===== src/rtl/perfCountPkg.sv =====
package perfCountPkg;

  // Strobes from the control to the datapath
  typedef struct packed {
    logic incr;     // add one to the count
    logic clear;    // load the post-read restart value
    logic loadOne;  // restart value is 1 (an event was retained)
    logic capHigh;  // copy the upper byte into the holding register
  } strobe_t;

endpackage


===== src/rtl/perfCountCtrl.sv =====
module perfCountCtrl
  import perfCountPkg::*;
(
  input  logic    clk,
  input  logic    rstN,
  input  logic    eventIn,
  input  logic    losIn,
  input  logic    oofIn,
  input  logic    narrowSel,
  input  logic    rdCount,
  output strobe_t strobe
);

  logic rdCountQ;
  logic pending;
  logic evOk;
  logic clearCyc;
  logic busy;

  assign evOk     = eventIn & ~losIn & ~oofIn;
  assign clearCyc = rdCountQ & ~rdCount;
  assign busy     = rdCount | clearCyc;

  always_ff @(posedge clk) begin
    if (!rstN) begin
      rdCountQ <= 1'b0;
      pending  <= 1'b0;
    end else begin
      rdCountQ <= rdCount;
      if (clearCyc)
        pending <= 1'b0;
      else if (rdCount && evOk)
        pending <= 1'b1;
    end
  end

  always_comb begin
    strobe         = '0;
    strobe.incr    = evOk & ~busy;
    strobe.clear   = clearCyc;
    strobe.loadOne = clearCyc & (pending | evOk);
    strobe.capHigh = rdCount & ~rdCountQ & ~narrowSel;
  end

  // An inhibited event never reaches the count
  AST_INHIBIT_NO_INCR: assert property (@(posedge clk) disable iff (!rstN)
    (losIn || oofIn) |-> !strobe.incr && !(strobe.clear && strobe.loadOne && !pending));

  // Nothing is counted while a read is in progress
  AST_READ_NO_INCR: assert property (@(posedge clk) disable iff (!rstN)
    rdCount |-> !strobe.incr && !strobe.clear);

endmodule


===== src/rtl/perfCountPath.sv =====
module perfCountPath
  import perfCountPkg::*;
#(
  parameter int CntWidth  = 16,
  parameter int ByteWidth = 8
) (
  input  logic                 clk,
  input  logic                 rstN,
  input  strobe_t              strobe,
  input  logic                 modeM13,
  input  logic                 narrowSel,
  input  logic                 rdCount,
  input  logic                 rdHold,
  output logic [CntWidth-1:0]  cntVal,
  output logic [ByteWidth-1:0] rdData
);

  localparam int HighWidth = CntWidth - ByteWidth;
  localparam logic [CntWidth-1:0] WideMax   = '1;
  localparam logic [CntWidth-1:0] NarrowMax = {{HighWidth{1'b0}}, {ByteWidth{1'b1}}};

  logic [CntWidth-1:0]  cnt;
  logic [CntWidth-1:0]  cntInc;
  logic [CntWidth-1:0]  cntNext;
  logic [CntWidth-1:0]  widthMask;
  logic [HighWidth-1:0] holdReg;
  logic                 atMax;

  // Active-width mask: the upper lanes are cleared when the narrow width is selected
  generate
    for (genvar b = 0; b < CntWidth; b++) begin : g_mask
      if (b < ByteWidth) begin : g_low
        assign widthMask[b] = 1'b1;
      end else begin : g_high
        assign widthMask[b] = ~narrowSel;
      end
    end
  endgenerate

  assign atMax  = cnt == (narrowSel ? NarrowMax : WideMax);
  assign cntInc = (cnt + 1'b1) & widthMask;

  always_comb begin
    cntNext = cnt;
    if (strobe.clear)
      cntNext = {{(CntWidth-1){1'b0}}, strobe.loadOne};
    else if (strobe.incr) begin
      if (atMax && modeM13)
        cntNext = cnt;
      else
        cntNext = cntInc;
    end
  end

  always_ff @(posedge clk) begin
    if (!rstN) begin
      cnt     <= '0;
      holdReg <= '0;
    end else begin
      cnt <= cntNext;
      if (strobe.capHigh)
        holdReg <= cnt[CntWidth-1:ByteWidth];
    end
  end

  always_comb begin
    if (rdCount)
      rdData = cnt[ByteWidth-1:0];
    else if (rdHold)
      rdData = holdReg[ByteWidth-1:0];
    else
      rdData = '0;
  end

  assign cntVal = cnt;

  AST_SAT_HOLD: assert property (@(posedge clk) disable iff (!rstN)
    (strobe.incr && modeM13 && atMax) |=> cnt == $past(cnt));

  AST_NARROW_UPPER: assert property (@(posedge clk) disable iff (!rstN)
    (strobe.incr && narrowSel) |=> cnt[CntWidth-1:ByteWidth] == '0);

  AST_HOLD_STABLE: assert property (@(posedge clk) disable iff (!rstN)
    !strobe.capHigh |=> $stable(holdReg));

endmodule


===== src/rtl/perfCount.sv =====
module perfCount
  import perfCountPkg::*;
#(
  parameter int CntWidth  = 16,
  parameter int ByteWidth = 8
) (
  input  logic                 clk,
  input  logic                 rstN,
  input  logic                 eventIn,
  input  logic                 modeM13,
  input  logic                 narrowSel,
  input  logic                 losIn,
  input  logic                 oofIn,
  input  logic                 rdCount,
  input  logic                 rdHold,
  output logic [ByteWidth-1:0] rdData
);

  strobe_t             strobe;
  logic [CntWidth-1:0] cntVal;

  perfCountCtrl u_ctrl (
    .clk       (clk),
    .rstN      (rstN),
    .eventIn   (eventIn),
    .losIn     (losIn),
    .oofIn     (oofIn),
    .narrowSel (narrowSel),
    .rdCount   (rdCount),
    .strobe    (strobe)
  );

  perfCountPath #(
    .CntWidth  (CntWidth),
    .ByteWidth (ByteWidth)
  ) u_path (
    .clk       (clk),
    .rstN      (rstN),
    .strobe    (strobe),
    .modeM13   (modeM13),
    .narrowSel (narrowSel),
    .rdCount   (rdCount),
    .rdHold    (rdHold),
    .cntVal    (cntVal),
    .rdData    (rdData)
  );

  AST_FROZEN_IN_READ: assert property (@(posedge clk) disable iff (!rstN)
    (rdCount && $past(rdCount)) |-> $stable(cntVal));

  AST_CLEAR_AFTER_READ: assert property (@(posedge clk) disable iff (!rstN)
    ($past(rdCount) && !rdCount) |=> cntVal <= 1);

endmodule


===== config.mk =====
export PLATFORM = sky130hd
export DESIGN_NAME = perfCount
export DESIGN_NICKNAME = d
export VERILOG_FILES = /design/src/rtl/perfCountPkg.sv /design/src/rtl/perfCountCtrl.sv /design/src/rtl/perfCountPath.sv /design/src/rtl/perfCount.sv
export SDC_FILE = /design/constraint.sdc
export NUM_CORES = 1
export LEC_CHECK = 0
export CAP_MARGIN = 20
export CELL_PAD_IN_SITES_DETAIL_PLACEMENT = 0
export CELL_PAD_IN_SITES_GLOBAL_PLACEMENT = 2
export CORE_ASPECT_RATIO = 1.2
export CORE_UTILIZATION = 29
export DETAILED_ROUTE_END_ITERATION = 7
export HOLD_SLACK_MARGIN = 0.08
export PLACE_DENSITY = 0.82
export SYNTH_ARGS = -nofsm -noshare
export SYNTH_HDL_FRONTEND = slang
export SYNTH_HIERARCHICAL = 1
export SYNTH_SLANG_ARGS = --single-unit

===== constraint.sdc =====
create_clock -name clk -period 1.75 [get_ports clk]
set_input_delay 0.35 -clock clk [delete_from_list [all_inputs] [get_ports clk]]
set_output_delay 0.35 -clock clk [all_outputs]
set_load 0.02 [all_outputs]

==> reports/results.ini <==
[global_routing]
antenna_found_initial=0
track_usage_pct=18.0
grt_first_pass_wirelength_um=7320
grt_overflow=0
grt_pass1_vias=1461
grt_max_degree=18

[synth]
synth_ff_type=dfxtp_1
synthArstFlopShare_pct=0
synth_common_cells=nand2_1, dfxtp_1, a21oi_1, o21ai_0, nor2_1
synth_fp_nets=203
synth_cell_types=43
yosysMostFrequentCell=nand2_1
synthTopCellsByArea=dfxtp_1, nand2_1, mux2i_1
yosysSeqAreaShare_pct=34.6
syn_area_um2=1510
ys_warn_count=6
synth_top_area_share_pct=34.6
syn_area_per_cell_um2=7.80
syn-instance-count=193
synth_edf_count=0
yosys.area.top_type=dfxtp_1
synth_seq_cells=26

[final_layout]
finalInstanceArea_um2=2130
fin_nets=253
final_layout_size_suffix_gt1_share_pct=33.1
antenna_cells=0
area_growth_syn_to_layout_pct=41.4
fin_cells=302

[drt]
drtIter0Drc=56
dr.pass1.iters=4
vias_per_cell=5.24
num_vias=1581
route.detailed.drc=0
wire_per_inst_um=14.9
wl_um=4510
ant_nets=0

[clock_network]
cts-root-buf=clkbuf_8
worstSkewPairLatency_ns=0.28
htree_num_levels=1
tritoncts=built
clkTransAtPathRegs_ns=0.10
cts_buffers=3
clock-sinks=26
cts-hold-fix-buffers=0
clock_path_buffers=2

[setup_path]
critPathCaptureType=output pin
start_kind=input port
worstPathArrival_ns=1.37
path_cells=clkdlybuf4s50_1 > buf_6 > nand2_1 > o21ai_0 > buf_2
worst-setup-path-type=input port to output pin
worstPathRequired_ns=1.40
reg2reg_depth=7
crit_path_max_incr_delay_ns=0.48
slowest_stage=clkdlybuf4s50_1
crit_buf_inv=3
worstPathMaxFanout=8
cp.depth=5
critPathTopFamily=buffers and inverters

[pwr]
leakage_nw=0.758
ir_worst_vdd_mv=0.313
p_total_mw=1.13
power.density_nw_per_um2=532

[sta]
fin_hold_ws_ns=0.520
final.setup.worst_slack_ns=0.0256
hold_violations=0
fin_skew_ns=0.00463
fmax_mhz=580
grt_setup_unrepaired=yes
worst_slew_pin_slew_ns=0.426
post-route-min-period_ns=1.72
fin_crit_sh_pct=98.5
setup_viol=0
slew_viol_final=0
slew_headroom_pct=71.4

[floorplanning]
rows=28
die_h_um=80.9
dieArea_um2=5480
design.portCount=17
die_w_um=67.8
start_util_pct=30.3
core_um2=4970

[worst_hold_path]
holdPathStages=2
hold_path.class=flop to flop

[outcome]
outcome=finished clean

[place]
dp.cells=296
dp_slack_ns=-0.538
place_area_um2=2000
dp_hpwl_um=3310
numPortBuffers=16
gp_congestion=0.903

[job]
maxCapViolCount=0

[through the flow]
step           utilization, %  setup TNS (ns)
3_3_place_gp             40.2          -10.83
6_report                 42.8               0
3_5_place_dp             40.2          -11.39
2_1_floorplan               -               0
5_1_grt                  42.8         -0.0609
4_1_cts                  42.0               0
[metal layers]
| layer | GRT usage (%) | up-vias | routed length [um] |
|---|---|---|---|
| met2 | 29.0 | 17 | 2180 |
| met4 | 7.23 | 0 | 72 |
| met1 | 24.0 | 755 | 2190 |
| li1 | - | 802 | - |
| met3 | 1.83 | 7 | 67 |
| met5 | 0 | - | 0 |
[placed cells by master (no fill, tap or decap), types with 2 or more instances in the layout]
| master | count |
|---|---|
| a21oi_1 | 13 |
| and2_1 | 2 |
| and3_1 | 4 |
| buf_12 | 2 |
| buf_2 | 8 |
| buf_4 | 34 |
| buf_6 | 3 |
| clkbuf_8 | 4 |
| clkdlybuf4s50_1 | 3 |
| dfxtp_1 | 16 |
| dfxtp_2 | 9 |
| dlygate4sd2_1 | 4 |
| inv_1 | 3 |
| mux2i_1 | 9 |
| nand2_1 | 27 |
| nand2b_1 | 4 |
| nand3_1 | 8 |
| nand4_1 | 4 |
| nor2_1 | 10 |
| nor2b_1 | 10 |
| nor3_1 | 3 |
| nor3b_4 | 2 |
| nor4_1 | 2 |
| nor4_2 | 2 |
| o21ai_0 | 9 |
| o21ai_1 | 9 |
| o31ai_1 | 4 |
| or3_1 | 3 |
| or4_1 | 2 |
[worst paths after layout]
path / slack, ns / from / to
max: 0.03 / rdHold / rdData[5]
min reg2reg: 0.52 / u_path/cntVal[6] / u_path/cntVal[6]
min: 0.52 / u_path/cntVal[6] / u_path/cntVal[6]
max reg2reg: 0.06 / u_path/cntVal[0] / u_path/cntVal[3]
[registers in the layout, indices dropped and copies added, names as in the netlist]
name,cells
u_ctrl/pending,1
u_ctrl/rdCountQ,1
u_path/cntVal,16
u_path/holdReg,8
[timing repair]
| item | in CTS | in global routing |
|---|---|---|
| setup endpoints to repair | 23 | 20 |
| resized for setup | 59 | 19 |
| buffers inserted | 3 | 0 |
| pin swaps | 7 | 3 |
| gates cloned | 0 | 0 |
[worst register-to-register path, cell delays in order (launching register included)]
cell,delay (ns)
dfxtp_2,0.34
ha_2,0.18
and4_4,0.20
nand3_4,0.10
a21oi_4,0.05
buf_12,0.15
or4_1,0.48
a21oi_1,0.13
[report_power, final]
group	internal [mW]	total, mW	leakage [nW]	switching, mW
clock	0.202	0.414	0.0288	0.212
sequential	0.593	0.596	0.215	0.00300
combinational	0.0597	0.121	0.514	0.0612
total	0.855	1.13	0.758	0.277
[logic make-up (layout without fill, tap and decap cells)]
kind of cell	count (synthesis)	in the layout	share of synthesized area [%]
AND/OR/NAND/NOR	93	93	33.1
buffers and inverters	14	63	4.24
flip-flops	26	26	34.6
XOR/XNOR	1	1	0.582
multiplexers	9	9	5.99
AO/OA/AOI/OAI	49	49	20.7
adder cells (fa/ha/maj)	1	1	0.831
[area by class of cell]
class | instances | area, um^2
clock buffer | 4 | 55.1
fill | 522 | 2850
inverter | 4 | 15.0
multi-input combinational | 153 | 1000
sequential | 26 | 536
tap | 60 | 75.1
timing repair buffer | 55 | 444
Note: power is estimated with default switching activity, not from simulation.
